### src/rtl/link_pkg.sv
package link_pkg;
  typedef enum logic [1:0] {
    RX_IDLE,
    RX_TYPE,
    RX_BITS,
    RX_STOP
  } rx_state_e;

  // value of the bit after the start bit
  localparam logic KIND_DATA = 1'b1;
  localparam logic KIND_ACK  = 1'b0;
endpackage

### src/rtl/link_rx_frame.sv
module link_rx_frame #(
  parameter int DATA_W = 8
) (
  input  logic              clk_i,
  input  logic              rst_ni,
  input  logic              tick_i,
  input  logic              line_i,
  output logic [DATA_W-1:0] byte_o,
  output logic              byte_stb_o,
  output logic              ack_stb_o
);
  import link_pkg::*;

  localparam int CW = $clog2(DATA_W + 1);

  rx_state_e         state_q;
  logic [CW-1:0]     cnt_q;
  logic [DATA_W-1:0] sr_q;

  always_ff @(posedge clk_i or negedge rst_ni) begin
    if (!rst_ni) begin
      state_q    <= RX_IDLE;
      cnt_q      <= '0;
      sr_q       <= '0;
      byte_stb_o <= 1'b0;
      ack_stb_o  <= 1'b0;
    end else begin
      byte_stb_o <= 1'b0;
      ack_stb_o  <= 1'b0;
      if (tick_i) begin
        unique case (state_q)
          RX_IDLE: if (line_i) state_q <= RX_TYPE;
          RX_TYPE: begin
            if (line_i == KIND_DATA) begin
              state_q <= RX_BITS;
              cnt_q   <= '0;
            end else begin
              state_q   <= RX_IDLE;
              ack_stb_o <= 1'b1;
            end
          end
          RX_BITS: begin
            sr_q <= {line_i, sr_q[DATA_W-1:1]};
            if (cnt_q == CW'(DATA_W - 1)) state_q <= RX_STOP;
            else cnt_q <= cnt_q + 1'b1;
          end
          RX_STOP: begin
            state_q    <= RX_IDLE;
            byte_stb_o <= 1'b1;
          end
          default: state_q <= RX_IDLE;
        endcase
      end
    end
  end

  assign byte_o = sr_q;

  // an acknowledge is decoded only from a ticked type bit
  a_r3_ack_on_tick: assert property (@(posedge clk_i) disable iff (!rst_ni)
    ack_stb_o |-> $past(tick_i));

  // both packet kinds never complete together
  a_r6_one_kind: assert property (@(posedge clk_i) disable iff (!rst_ni)
    !(ack_stb_o && byte_stb_o));
endmodule

### src/rtl/link_rx_buf.sv
module link_rx_buf #(
  parameter int DATA_W = 8
) (
  input  logic              clk_i,
  input  logic              rst_ni,
  input  logic              wr_i,
  input  logic [DATA_W-1:0] wr_data_i,
  input  logic              rd_ready_i,
  output logic [DATA_W-1:0] data_o,
  output logic              valid_o,
  output logic              overrun_o
);
  logic free;
  assign free = !valid_o || rd_ready_i;

  always_ff @(posedge clk_i or negedge rst_ni) begin
    if (!rst_ni) begin
      data_o    <= '0;
      valid_o   <= 1'b0;
      overrun_o <= 1'b0;
    end else begin
      overrun_o <= 1'b0;
      if (wr_i) begin
        if (free) begin
          data_o  <= wr_data_i;
          valid_o <= 1'b1;
        end else begin
          overrun_o <= 1'b1;
        end
      end else if (rd_ready_i) begin
        valid_o <= 1'b0;
      end
    end
  end

  a_r6_hold_until_taken: assert property (@(posedge clk_i) disable iff (!rst_ni)
    (valid_o && !rd_ready_i) |=> (valid_o && $stable(data_o)));

  a_r8_keep_old_byte: assert property (@(posedge clk_i) disable iff (!rst_ni)
    overrun_o |-> (valid_o && $stable(data_o)));
endmodule

### src/rtl/link_tx.sv
module link_tx #(
  parameter int DATA_W = 8
) (
  input  logic              clk_i,
  input  logic              rst_ni,
  input  logic              tick_i,
  input  logic [DATA_W-1:0] tx_data_i,
  input  logic              tx_valid_i,
  output logic              tx_ready_o,
  output logic              tx_done_o,
  input  logic              ack_req_i,
  input  logic              ack_seen_i,
  output logic              line_o
);
  import link_pkg::*;

  // bits after the start bit: type, data, stop
  localparam int TAIL_W = DATA_W + 2;
  localparam int CW     = $clog2(TAIL_W + 1);

  logic              hold_q, await_q, ack_pend_q;
  logic [DATA_W-1:0] hold_data_q;
  logic [TAIL_W-1:0] sh_q;
  logic [CW-1:0]     cnt_q;
  logic              busy, accept, load_ack, load_data;

  assign busy       = (cnt_q != '0);
  assign tx_ready_o = !hold_q && !await_q;
  assign accept     = tx_valid_i && tx_ready_o;
  // acknowledge wins over data at a packet boundary
  assign load_ack   = tick_i && !busy && ack_pend_q;
  assign load_data  = tick_i && !busy && !ack_pend_q && hold_q;

  always_ff @(posedge clk_i or negedge rst_ni) begin
    if (!rst_ni) begin
      hold_q      <= 1'b0;
      hold_data_q <= '0;
      await_q     <= 1'b0;
      ack_pend_q  <= 1'b0;
      tx_done_o   <= 1'b0;
      sh_q        <= '0;
      cnt_q       <= '0;
      line_o      <= 1'b0;
    end else begin
      tx_done_o <= ack_seen_i && await_q;
      if (ack_seen_i) await_q <= 1'b0;
      if (accept) begin
        hold_q      <= 1'b1;
        hold_data_q <= tx_data_i;
      end
      if (load_ack) ack_pend_q <= 1'b0;
      if (ack_req_i) ack_pend_q <= 1'b1;

      if (tick_i) begin
        if (busy) begin
          line_o <= sh_q[0];
          sh_q   <= sh_q >> 1;
          cnt_q  <= cnt_q - 1'b1;
        end else if (load_ack) begin
          line_o <= 1'b1;
          sh_q   <= TAIL_W'(KIND_ACK);
          cnt_q  <= CW'(1);
        end else if (load_data) begin
          line_o  <= 1'b1;
          sh_q    <= {1'b0, hold_data_q, KIND_DATA};
          cnt_q   <= CW'(TAIL_W);
          hold_q  <= 1'b0;
          await_q <= 1'b1;
        end else begin
          line_o <= 1'b0;
        end
      end
    end
  end

  a_r2_line_on_tick: assert property (@(posedge clk_i) disable iff (!rst_ni)
    !$past(tick_i) |-> $stable(line_o));

  a_r4_done_single: assert property (@(posedge clk_i) disable iff (!rst_ni)
    tx_done_o |=> !tx_done_o);

  a_r4_done_reopens: assert property (@(posedge clk_i) disable iff (!rst_ni)
    tx_done_o |-> !await_q);

  a_r7_ack_not_in_data: assert property (@(posedge clk_i) disable iff (!rst_ni)
    (tick_i && busy) |=> (cnt_q == $past(cnt_q) - 1'b1));
endmodule

### src/rtl/serial_link_engine.sv
module serial_link_engine #(
  parameter int DATA_W = 8
) (
  input  logic              clk_i,
  input  logic              rst_ni,
  input  logic              bit_tick_i,
  input  logic [DATA_W-1:0] tx_data_i,
  input  logic              tx_valid_i,
  output logic              tx_ready_o,
  output logic              tx_done_o,
  output logic              line_o,
  input  logic              line_i,
  output logic [DATA_W-1:0] rx_data_o,
  output logic              rx_valid_o,
  input  logic              rx_ready_i,
  output logic              overrun_o
);
  logic [DATA_W-1:0] rx_byte;
  logic              rx_byte_stb, rx_ack_stb;

  link_rx_frame #(.DATA_W(DATA_W)) u_rx_frame (
    .clk_i      (clk_i),
    .rst_ni     (rst_ni),
    .tick_i     (bit_tick_i),
    .line_i     (line_i),
    .byte_o     (rx_byte),
    .byte_stb_o (rx_byte_stb),
    .ack_stb_o  (rx_ack_stb)
  );

  link_rx_buf #(.DATA_W(DATA_W)) u_rx_buf (
    .clk_i      (clk_i),
    .rst_ni     (rst_ni),
    .wr_i       (rx_byte_stb),
    .wr_data_i  (rx_byte),
    .rd_ready_i (rx_ready_i),
    .data_o     (rx_data_o),
    .valid_o    (rx_valid_o),
    .overrun_o  (overrun_o)
  );

  link_tx #(.DATA_W(DATA_W)) u_tx (
    .clk_i      (clk_i),
    .rst_ni     (rst_ni),
    .tick_i     (bit_tick_i),
    .tx_data_i  (tx_data_i),
    .tx_valid_i (tx_valid_i),
    .tx_ready_o (tx_ready_o),
    .tx_done_o  (tx_done_o),
    .ack_req_i  (rx_byte_stb),
    .ack_seen_i (rx_ack_stb),
    .line_o     (line_o)
  );
endmodule

### config.mk
export PLATFORM = sky130hd
export DESIGN_NAME = serial_link_engine
export DESIGN_NICKNAME = d
export VERILOG_FILES = /design/src/rtl/link_pkg.sv /design/src/rtl/link_rx_frame.sv /design/src/rtl/link_rx_buf.sv /design/src/rtl/link_tx.sv /design/src/rtl/serial_link_engine.sv
export SDC_FILE = /design/constraint.sdc
export NUM_CORES = 1
export LEC_CHECK = 0
export BUFFER_PORTS_ARGS = -buffer_cell sky130_fd_sc_hd__buf_2
export CORE_ASPECT_RATIO = 1.75
export CORE_MARGIN = 2
export CORE_UTILIZATION = 61
export DETAILED_ROUTE_END_ITERATION = 7
export HOLD_SLACK_MARGIN = 0.02
export PLACE_DENSITY = 0.94
export SLEW_MARGIN = 20
export SYNTH_ARGS = -nofsm -noshare
export SYNTH_HDL_FRONTEND = slang
export SYNTH_SLANG_ARGS = --single-unit
### constraint.sdc
create_clock -name clk_i -period 3.9 [get_ports clk_i]
set_input_delay 0.195 -clock clk_i [delete_from_list [all_inputs] [get_ports clk_i]]
set_output_delay 0.195 -clock clk_i [all_outputs]
set_load 0.05 [all_outputs]
# Word level (Yosys, flattened, before mapping)
# Index checks and enable logic that the tools add are counted.
dict set report word_totals {
  ff_bits 53
  input_bits 14
  out_inout_bits 13
  wordCells 90
}
dict set report classes {
  add_sub_neg 2
  n_eq_ne 9
  mux 38
  reduce_logical 25
}
# operator count
set ops {}
lappend ops {{two-way mux 10 bit} 3}
lappend ops {{two-way mux 1 bit} 25}
lappend ops {{two-way mux 4 bit} 5}
lappend ops {{one-hot mux 2 bit (4 select lines)} 1}
lappend ops {{one-hot mux 4 bit (2 select lines)} 1}
lappend ops {{AND reduction 2 bit} 4}
lappend ops {{logical AND 1 bit} 7}
lappend ops {{two-way mux 2 bit} 3}
lappend ops {{inequality test 2 bit (second input constant)} 3}
lappend ops {{nonzero test 2 bit} 3}
lappend ops {{logical NOT 1 bit} 5}
lappend ops {{adder 4 x 1 -> 4 bit (second input constant)} 1}
lappend ops {{== test 2 bit (second input constant)} 2}
lappend ops {{== test 4 x 3 -> 1 bit (second input constant)} 1}
lappend ops {{inequality test 2 x 1 -> 1 bit (second input constant)} 2}
lappend ops {{AND reduction 4 bit} 1}
lappend ops {{nonzero test 4 bit} 1}
lappend ops {{subtractor 4 x 1 -> 4 bit (second input constant)} 1}
lappend ops {{AND reduction 3 bit} 1}
lappend ops {{nonzero test 3 bit} 1}
lappend ops {{== test 2 x 1 -> 1 bit (second input constant)} 1}
lappend ops {{logical NOT 2 bit} 1}
lappend ops {{logical OR 1 bit} 1}

# Longest topological paths before layout
# Gate-level depths: netlist of the first run.
dict set report logic_depth {
  depth_word 9
  ltp_mapped 6
}

# Hierarchy
# Synthesis of the first run repeated with hierarchy kept, for this count alone.
dict set report unflattened {
  cells_unflattened 201
  hier_area_um2 2438.6
}
# mod instances cells_per_inst area_each_um2 seq_area_each_um2
set modules_own_cells {}
lappend modules_own_cells {link_tx 1 103 1311.3 650.6}
lappend modules_own_cells {link_rx_frame 1 75 720.7 400.4}
lappend modules_own_cells {link_rx_buf 1 23 406.6 250.2}

# Worst setup path before layout of the first run
# No wires, ideal clock.
dict set report synth_timing {
  kind {flip-flop to flip-flop}
  start {register u_tx.hold_q}
  end {register u_tx.hold_data_q[0]}
  setup_ps 125
  arrival_ps 1807
  required_ps 3775
  setup_slack_ps 1968
  path_stages_with_launch 5
  path_buffers 1
  path_cell_list {dfrtp_1 nor2_1 and2_1 buf_2 mux2_2}
}
dict set report synth_between {
  elab_chain_len 3
}
# element line
set synth_lines {}
lappend synth_lines {{from (decl)} link_tx.sv:21} ;# logic hold_q, await_q, ack_pend_q;
lappend synth_lines {{from (signal assigned)} link_tx.sv:36} ;# hold_q <= 1'b0;
lappend synth_lines {{from (signal assigned)} link_tx.sv:48} ;# hold_q <= 1'b1;
lappend synth_lines {{from (signal assigned)} link_tx.sv:67} ;# hold_q <= 1'b0;
lappend synth_lines {{logical NOT 1 bit} link_tx.sv:28} ;# assign tx_ready_o = !hold_q && !await_q;
lappend synth_lines {{logical AND 1 bit} link_tx.sv:28}
lappend synth_lines {{named net tx_ready_o} serial_link_engine.sv:9} ;# output logic tx_ready_o,
lappend synth_lines {{logical AND 1 bit} link_tx.sv:29} ;# assign accept = tx_valid_i && tx_ready_o;
lappend synth_lines {{to (signal assigned)} link_tx.sv:49} ;# hold_data_q <= tx_data_i;
lappend synth_lines {{to (decl)} link_tx.sv:22} ;# logic [DATA_W-1:0] hold_data_q;
# The timed path passes the listed nets, and every way through them passes these cells.
# A chain may end at the register's enable or synchronous reset.

# Worst setup path after layout of the first run
dict set report layout_timing {
  start {register u_tx.cnt_q[1]}
  end {register u_tx.sh_q[2]}
}
dict set report layout_between {
  elab_chain_len 7
}
# element line
set layout_lines {}
lappend layout_lines {{from (decl)} link_tx.sv:24} ;# logic [CW-1:0] cnt_q;
lappend layout_lines {{from (signal assigned)} link_tx.sv:58} ;# cnt_q <= cnt_q - 1'b1;
lappend layout_lines {{from (signal assigned)} link_tx.sv:66} ;# cnt_q <= CW'(TAIL_W);
lappend layout_lines {{nonzero test 4 bit (*)} link_tx.sv:27} ;# assign busy = (cnt_q != '0);
lappend layout_lines {{logical NOT 1 bit} {link_tx.sv:31, link_tx.sv:32}}
lappend layout_lines {{logical AND 1 bit} {link_tx.sv:31, link_tx.sv:32}}
lappend layout_lines {{logical AND 1 bit (2 in a row)} link_tx.sv:32} ;# assign load_data = tick_i && !busy && !ack_pend_q && hold_q;
lappend layout_lines {{nonzero test 3 bit (no line)} n/a}
lappend layout_lines {{AND reduction 2 bit (no line)} n/a}
lappend layout_lines {{to (signal assigned)} link_tx.sv:57} ;# sh_q <= sh_q >> 1;
lappend layout_lines {{to (signal assigned)} link_tx.sv:61} ;# sh_q <= TAIL_W'(KIND_ACK);
lappend layout_lines {{to (signal assigned)} link_tx.sv:65} ;# sh_q <= {1'b0, hold_data_q, KIND_DATA};
lappend layout_lines {{to (decl)} link_tx.sv:23} ;# logic [TAIL_W-1:0] sh_q;
# Every way passes the cells marked *; elsewhere a longest branch is shown, timed or not.

==> results of run 1 <==
==> report_power, final <==
part           internal [mW]  leakage (nW)  switching [mW]
combinational          0.308         0.545           0.349
sequential             0.741         0.668           0.162
clock                  0.190        0.0552           0.166
total                   1.24          1.27           0.677
==> cell type report <==
type	count	area (sq um)
timing repair buffer	28	160
multi-input combinational	108	932
fill	267	1040
clock buffer	6	72.6
inverter	8	30.0
clock inverter	2	35.0
tap	46	57.6
sequential	52	1300
==> how the worst max path moves through the flow <==
stage / start / to / slack (ps) / cells past startpoint
floorplan: u_tx.hold_q / u_tx.hold_data_q[0] / 1970 / 4
CTS: u_tx.cnt_q[1] / u_tx.sh_q[2] / 1780 / 5
global placement: u_tx.cnt_q[0] / u_tx.sh_q[3] / 1900 / 5
global route: u_tx.cnt_q[1] / u_tx.sh_q[2] / 1690 / 5
finish: u_tx.cnt_q[1] / u_tx.sh_q[2] / 1780 / 5
detailed placement: u_tx.cnt_q[0] / u_tx.sh_q[2] / 1800 / 5
==> flip-flops by register name, summed over array words and instances, names as in the netlist, 4 cells and up, named ones only <==
register	cells
u_rx_buf.data_o	8
u_rx_frame.byte_o	8
u_rx_frame.cnt_q	4
u_tx.cnt_q	4
u_tx.hold_data_q	8
u_tx.sh_q	9
==> cells in the final DEF (no fill, tap or decap), types with 2 or more instances in the layout <==
cell | synthesis | routed
dfrtp_1 | 52 | 52
a21boi_0 | 7 | 7
nand2_1 | 10 | 10
buf_2 | 4 | 26
and3b_1 | 2 | 2
o31ai_1 | 2 | 2
clkbuf_8 | 0 | 5
o21ai_0 | 6 | 6
inv_1 | 7 | 7
nor2_1 | 4 | 4
nand2b_1 | 5 | 5
nor3_1 | 3 | 3
o2bb2ai_1 | 2 | 2
mux2_4 | 4 | 4
and2_1 | 2 | 2
mux2i_1 | 3 | 3
ha_1 | 2 | 2
mux2_2 | 37 | 37
and3_1 | 2 | 2
==> Yosys cell counts, types with 3 or more instances <==
master	n	area [sq um]
mux2_2	37	417
a21boi_0	7	52.6
mux2i_1	3	30.0
nor2_1	4	15.0
dfrtp_1	52	1300
mux2_4	4	60.1
nor3_1	3	15.0
nand2_1	10	37.5
inv_1	7	26.3
nand2b_1	5	31.3
buf_2	4	20.0
o21ai_0	6	30.0
==> layer usage <==
layer | wire length [um] | vias to the layer above
li1 | - | 673
met1 | 1600 | 737
met2 | 2090 | 31
met3 | 129 | 6
met4 | 93 | 0
met5 | 0 | -
==> cell families after synthesis <==
logic type,synth area share
flip-flops,0.565
multiplexers,0.220
AND/OR/NAND/NOR,0.0929
AO/OA/AOI/OAI,0.0810
buffers and inverters,0.0299
adder cells (fa/ha/maj),0.0109
==> critical path, cell delays in order, from the launching register on <==
cell     delay [ps]
dfrtp_1         420
inv_1            80
ha_1            210
nor3b_4         620
mux2_2          410
mux2_2          260
==> impl_metrics.json, run 1 <==
{
  "hold_end": "u_rx_frame.ack_stb_o",
  "finalSetupViolations": 0,
  "syn_inst": 174,
  "worstHoldStart": "line_i",
  "place_congestion": 0.801,
  "worstMarginPinSlew_ps": 686,
  "tns_ps": 0,
  "cts_buffers": 5,
  "drv_slew": 0,
  "die_y_um": 85.3,
  "dp_slack_ps": 1800,
  "cts_setup_buffers": 0,
  "synth.avg_cell_area_sq_um": 13.2,
  "grtUsageMet1": 0.239,
  "clock-sinks": 52,
  "wl_per_cell_um": 15.7,
  "grt_pass1_vias": 1507,
  "hold_viol": 0,
  "hpwl_mm": 2.79,
  "syn_to_final_growth_pct": 12.4,
  "synth_warnings": 0,
  "initial_core_util": 0.634,
  "ir_drop_v": 0.000717,
  "required_ps": 4100,
  "grt_max_degree": 33,
  "drc_errors": 0,
  "finalNetCount": 219,
  "cellLeakagePower_nw": 1.27,
  "async_flop_share": 1.00,
  "clock_path_buffers": 2,
  "fin_area_sq_mm": 0.00259,
  "core_area_sq_mm": 0.00363,
  "critPathLaunchType": "flop",
  "dr.pass1.iters": 4,
  "die_area_sq_mm": 0.00430,
  "cts_root_buf": "clkbuf_8",
  "grt_pass1_wl_mm": 6.67,
  "cp_data_arrival_time_ps": 2320,
  "path_class": "reg -> reg",
  "diodes": 0,
  "drt_iter0_drc": 29,
  "cts_resized": 0,
  "syn-cell-area_sq_mm": 0.00230,
  "p_per_area_mw_per_mm2": 740,
  "synth.distinct_cells": 38,
  "worstHoldPathCells": 2,
  "cts_hold_buffers": 1,
  "grt-busiest-layer": "met2",
  "gr-total-overflow": 0,
  "synth_edf_count": 0,
  "use_met2": 0.361,
  "crit_path_end_kind": "flop",
  "whs_ps": 113,
  "r2r-start": "u_tx.cnt_q[1]",
  "grt_util_all_layers": 0.211,
  "insertion_delay_ps": 300,
  "final_cells": 250,
  "rsz0062_at_grt": "false",
  "cts_tree": "built",
  "die_x_um": 50.4,
  "ys_seq_elements": 52,
  "p_total_mw": 1.92,
  "port_buffers": 26,
  "period_minus_slack_ps": 2120,
  "r2r_cells": 5,
  "clk_pin_slew_ps": 90,
  "rows": 29,
  "drt_wl_total_mm": 3.92,
  "r2r-end": "u_tx.sh_q[2]",
  "worst_slack_ps": 1780,
  "ios": 27,
  "synth-seq-area-share": 0.565,
  "syn_nets": 190,
  "drive_gt1_frac": 0.387,
  "placed_cell_area_sq_mm": 0.00247,
  "antenna_found_initial": 0,
  "max-cap-violations": 0,
  "cp_max_fo": 14,
  "vias": 1447,
  "hold_path_class": "in -> reg",
  "status": "finished, final reports clean",
  "viasPerCell": 5.79,
  "synth_flop_cell": "dfrtp_1",
  "dp.cells": 241,
  "grt_use_met3": 0.0423,
  "r2r_setup_slack_ps": 1780,
  "ant_nets": 0,
  "fin_crit_sh": 0.543,
  "fin_skew_ps": 8.86,
  "utilization": 0.713,
  "htree_levels": 2,
  "fmax_mhz": 472,
  "relSlewSlack": 0.542
}
No activity file was read; power rests on OpenSTA's default activity.
==> run 2, diff against run 1 <==
CORE_UTILIZATION = 57   (was 61)
PLACE_DENSITY = 0.89   (was 0.94)
clock period = 2 ns   (was 3.9 ns; I/O delays follow)
==> run 2 against run 1 <==
Effect of this change:
- critical path depth increased by 1
- register-to-register slack got worse by 1600 ps
- cell count increased by 2.4%
- routed wire length increased by 3.3%
- first-iteration DRC count decreased by 45%
- die area increased by 6.6%
- worst hold slack got worse by 87 ps
- setup slack got worse by 1600 ps
- cell area increased by 0.73%
- total power increased by 92%
- critical endpoint is now u_tx.sh_q[3]
- highest routed layer unchanged
==> impl_metrics.json, run 2 (synthesized netlist as in run 1, its figures left out) <==
{
  "status": "finished, final reports clean",
  "max-cap-violations": 0,
  "ir_drop_v": 0.00112,
  "worstMarginPinSlew_ps": 642,
  "syn_to_final_growth_pct": 13.3,
  "cts_tree": "built",
  "insertion_delay_ps": 300,
  "cpPeakStageDelay_ps": 400,
  "top_layer_used": "met4",
  "grt_pass1_vias": 1490,
  "critPathMostFrequentCell": "mux2_2",
  "cts_root_buf": "clkbuf_8",
  "mostFrequentLayoutCells": "dfrtp_1 (52), mux2_2 (37), buf_2 (26)",
  "drt_iter0_drc": 16,
  "drv_slew": 0,
  "initial_core_util": 0.595,
  "final_common_cell": "dfrtp_1",
  "die_area_sq_mm": 0.00458,
  "p_per_area_mw_per_mm2": 1410,
  "relSlewSlack": 0.572,
  "internal_power_mw": 2.37,
  "grt_util_all_layers": 0.210,
  "multi_input_area_sq_um": 932,
  "final_cells": 256,
  "gr-total-overflow": 0,
  "clk_pin_slew_ps": 90,
  "viasPerCell": 5.55,
  "drive_gt1_frac": 0.399,
  "tns_ps": 0,
  "switchingPower_mw": 1.31,
  "route.met2.wl_mm": 2.24,
  "cts_buffers": 5,
  "hold_viol": 0,
  "power_frac_clock": 0.168,
  "place_congestion": 0.887,
  "vias": 1421,
  "cp_data_arrival_time_ps": 2000,
  "finalNetCount": 224,
  "fin_skew_ps": 7.02,
  "hold_path_class": "in -> reg",
  "ios": 27,
  "crit_path_end_kind": "flop",
  "finalSetupViolations": 0,
  "crit_family": "multiplexers",
  "period_minus_slack_ps": 1810,
  "cts_setup_buffers": 0,
  "diodes": 0,
  "hpwl_mm": 2.86,
  "wl_per_cell_um": 15.8,
  "cp_max_fo": 10,
  "fmax_mhz": 551,
  "dp.cells": 247,
  "path_class": "reg -> reg",
  "drc_errors": 0,
  "rows": 30,
  "antenna_found_initial": 0,
  "clock-sinks": 52,
  "fillers": 289,
  "cellLeakagePower_nw": 1.28,
  "combPwrFrac": 0.354,
  "port_buffers": 26,
  "regMostFlops": "u_tx.sh_q",
  "fin_crit_sh": 0.907,
  "register_area_sq_mm": 0.00130,
  "clock_path_buffers": 2,
  "crit_chain": "inv_1 -> ha_1 -> nor3b_4 -> buf_4 -> mux2_2 -> mux2_2",
  "die_y_um": 88.1,
  "met1_length_mm": 1.63,
  "cts_resized": 0,
  "p_sw_frac": 0.356,
  "required_ps": 2190,
  "htree_levels": 2,
  "largest_register_ffs": 9,
  "dr_wl_met3_um": 118,
  "dr.pass1.iters": 5,
  "die_x_um": 52.0,
  "p_seq_frac": 0.478,
  "grt_pass1_wl_mm": 7.05,
  "critPathSlowestCell": "dfrtp_1",
  "critical_path_buf_inv_count": 2,
  "grt_max_degree": 53,
  "ant_nets": 0,
  "rsz0062_at_grt": "false",
  "core_area_sq_mm": 0.00387,
  "critPathLaunchType": "flop",
  "drt_wl_total_mm": 4.05
}
==> run 2: repair_timing <==
action                                  CTS  global route
endpoints found under the hold margin    53             0
hold buffers                              2             0
endpoints found under the setup margin    0             0
==> run 2: layer usage <==
| layer | track usage | up-vias |
|---|---|---|
| met1 | 0.269 | 708 |
| met4 | 0.0837 | 0 |
| met5 | 0 | - |
| li1 | - | 680 |
| met2 | 0.348 | 27 |
| met3 | 0.0375 | 6 |
==> run 2: worst reg2reg max path: stages, from the launching register on <==
cell	delay, ps
dfrtp_1	400
inv_1	80
ha_1	210
nor3b_4	190
buf_4	210
mux2_2	350
mux2_2	270
==> run 2: path summary, 6_finish.rpt <==
check,depth (start not counted),endpoint,start,slack [ps]
worst max register to register,6,u_tx.sh_q[3],u_tx.cnt_q[0],190
min in group asynchronous,3,u_rx_buf.overrun_o,rst_ni,440
worst min-delay path,2,u_tx.hold_data_q[3],tx_data_i[3],30
worst max-delay path,6,u_tx.sh_q[3],u_tx.cnt_q[0],190
max in group asynchronous,3,u_rx_frame.ack_stb_o,rst_ni,1120
worst min register to register,1,u_tx.await_q,u_rx_frame.ack_stb_o,470
==> run 2: area by class of cell <==
type / count / area share
Multi-Input combinational cell: 108 / 0.357
Tap cell: 48 / 0.0230
Timing Repair Buffer: 33 / 0.0720
Inverter: 8 / 0.0115
Clock buffer: 7 / 0.0369
Sequential cell: 52 / 0.499
==> run 2: power by group through the flow <==
stage | combinational, mW | sequential (mW) | clock, mW
finish | 1.30 | 1.76 | 0.620
global route | 1.42 | 1.82 | 0.668
CTS | 1.32 | 1.76 | 0.629
detailed placement | 1.31 | 1.78 | 0
global placement | 1.25 | 1.76 | 0
floorplan | 0.823 | 1.92 | 0
==> run 2: per-stage QoR <==
stage | hold slack [ps] | worst slack (ps) | power [mW] | util | cell area, sq um
after floorplan | -196 | 68.4 | 2.74 | - | 2300
after global placement | 249 | 256 | 3.01 | 0.644 | 2490
after detailed placement | 248 | 185 | 3.09 | 0.644 | 2490
after CTS | 26.2 | 166 | 3.71 | 0.674 | 2610
after global routing | 25.7 | 65.2 | 3.91 | 0.674 | 2610
final | 26.3 | 186 | 3.68 | 0.674 | 2610
==> run 3, diff against run 2 <==
BUFFER_PORTS_ARGS = not set   (was -buffer_cell sky130_fd_sc_hd__buf_2)
CORE_UTILIZATION = 62   (was 57)
DONT_BUFFER_PORTS = 1   (was not set)
==> run 3 against run 2 <==
Effect of this change:
- cell count is 4.7% lower
- combinational power shrank 19%
- first-iteration DRC count increased by 50%
- cell area rose by 1.7%
- largest cell class unchanged
- critical path depth unchanged
- global-route usage rose by 3.2 points
- clock power is 13% higher
==> impl_metrics.json, run 3 (synthesized netlist as in run 1, its figures left out) <==
{
  "p_seq_frac": 0.536,
  "largest_register_ffs": 9,
  "drt_iter0_drc": 24,
  "final_common_cell": "dfrtp_1",
  "ios": 27,
  "diodes": 0,
  "r2r_setup_slack_ps": 70,
  "htree_levels": 2,
  "period_minus_slack_ps": 1930,
  "insertion_delay_ps": 310,
  "die_y_um": 84.6,
  "clock-sinks": 52,
  "cts_tree": "built",
  "rows": 29,
  "fmax_mhz": 518,
  "p_total_mw": 3.78,
  "grt_pass1_vias": 1605,
  "vias": 1434,
  "antenna_found_initial": 0,
  "mostFrequentLayoutCells": "dfrtp_1 (52), mux2_2 (37), dlygate4sd3_1 (13)",
  "combPwrFrac": 0.279,
  "fin_crit_sh": 0.964,
  "cpPeakStageDelay_ps": 410,
  "finalNetCount": 213,
  "internal_power_mw": 2.42,
  "drc_errors": 0,
  "port_buffers": 0,
  "fin_skew_ps": 9.86,
  "clock_path_buffers": 2,
  "critPathSlowestCell": "dfrtp_1",
  "ir_drop_v": 0.00114,
  "die_area_sq_mm": 0.00424,
  "dp.cells": 219,
  "ant_nets": 0,
  "relSlewSlack": 0.672,
  "tns_ps": 0,
  "whs_ps": 32.3,
  "clk_pin_slew_ps": 90,
  "drv_slew": 0,
  "drt_wl_total_mm": 4.47,
  "grt_max_degree": 53,
  "switchingPower_mw": 1.36,
  "die_x_um": 50.1,
  "hpwl_mm": 2.80,
  "syn_to_final_growth_pct": 15.2,
  "cp_max_fo": 11,
  "cts_buffers": 5,
  "core_area_sq_mm": 0.00359,
  "path_class": "reg -> reg",
  "grt_pass1_wl_mm": 7.62,
  "r2r-end": "u_tx.sh_q[4]",
  "r2r_cells": 6,
  "p_sw_frac": 0.359,
  "register_area_sq_mm": 0.00130,
  "cts_root_buf": "clkbuf_8",
  "worst_slack_ps": 71.1,
  "power_frac_clock": 0.186,
  "r2r-start": "u_tx.cnt_q[0]",
  "final_cells": 244,
  "required_ps": 2200,
  "crit_chain": "inv_1 -> ha_2 -> nor3b_4 -> buf_6 -> mux2_4 -> mux2_2",
  "gr-total-overflow": 0,
  "grt_util_all_layers": 0.241,
  "dr.pass1.iters": 4,
  "hold_end": "u_tx.cnt_q[2]",
  "multi_input_area_sq_um": 935,
  "hold_viol": 0,
  "wl_per_cell_um": 18.3,
  "drive_gt1_frac": 0.313,
  "regMostFlops": "u_tx.sh_q",
  "finalSetupViolations": 0,
  "initial_core_util": 0.641,
  "status": "finished, final reports clean",
  "p_per_area_mw_per_mm2": 1430,
  "fillers": 219,
  "hold_path_class": "in -> reg",
  "worstMarginPinSlew_ps": 492,
  "worstHoldStart": "bit_tick_i",
  "worstHoldPathCells": 2,
  "critPathLaunchType": "flop",
  "cp_data_arrival_time_ps": 2130,
  "place_congestion": 0.903,
  "crit_path_end_kind": "flop",
  "dp_slack_ps": 59.4,
  "cellLeakagePower_nw": 1.25,
  "viasPerCell": 5.88,
  "max-cap-violations": 0
}
==> run 3: changes by cell type in the layout (fill, tap and decap cells not counted), moves of 2 or more <==
cell           delta
buf_2            -26
buf_4             +2
dlygate4sd3_1    +11
clkbuf_8          -2
==> run 3: worst max-delay path by stage <==
| stage | slack, ps | startpoint | end | cells past startpoint |
|---|---|---|---|---|
| 2_1_floorplan | 70 | u_tx.hold_q | u_tx.hold_data_q[0] | 4 |
| 3_3_place_gp | 170 | u_tx.cnt_q[0] | u_tx.sh_q[7] | 6 |
| 3_5_place_dp | 60 | u_tx.cnt_q[0] | u_tx.sh_q[7] | 6 |
| 4_1_cts | 30 | u_tx.cnt_q[0] | u_tx.sh_q[4] | 6 |
| 5_1_grt | -10 | u_tx.cnt_q[0] | u_tx.sh_q[6] | 6 |
| 6_report | 70 | u_tx.cnt_q[0] | u_tx.sh_q[4] | 6 |
==> run 3: layer usage <==
layer  up-vias  share of wire  wire (um)  global-route usage
met5         -              0          0                   0
met3        10          0.041        184              0.0516
met1       727           0.41       1830               0.305
met2        38           0.52       2330               0.384
li1        659              -          -                   -
met4         0          0.028        123               0.129
==> run 3: power by group through the flow <==
stage | Clock, mW | Combinational (mW) | Sequential, mW
floorplan | 0 | 0.823 | 1.92
global placement | 0 | 0.899 | 2.00
detailed placement | 0 | 0.956 | 2.04
CTS | 0.716 | 1.02 | 2.02
global route | 0.755 | 1.15 | 2.08
finish | 0.702 | 1.05 | 2.02
==> run 3: metrics by stage <==
step,util,area (sq um)
2_1_floorplan,-,2300
3_3_place_gp,0.657,2360
3_5_place_dp,0.657,2360
4_1_cts,0.730,2620
5_1_grt,0.738,2650
6_report,0.738,2650
==> run 3: final cells by class <==
type	count	area share
well taps	46	0.0217
flip-flops and latches	52	0.491
multi-input cells	108	0.352
clock inverters	2	0.0132
clock buffers	6	0.0274
repair buffers	22	0.0835
inverters	8	0.0113
==> run 3: worst max-delay path, delay by kind of cell, from the launching register on <==
kind	cells	cell delay, ps
flip-flops	1	410
AND/OR/NAND/NOR	1	290
multiplexers	2	560
adder cells (fa/ha/maj)	1	230
buffers and inverters	2	310
==> run 3: timing repair <==
action / in CTS / in global routing
endpoints found under the hold margin: 70 / 0
hold buffers: 14 / 0
setup endpoints to repair: 0 / 8
buffers inserted: 0 / 3
gates resized for setup: 0 / 2
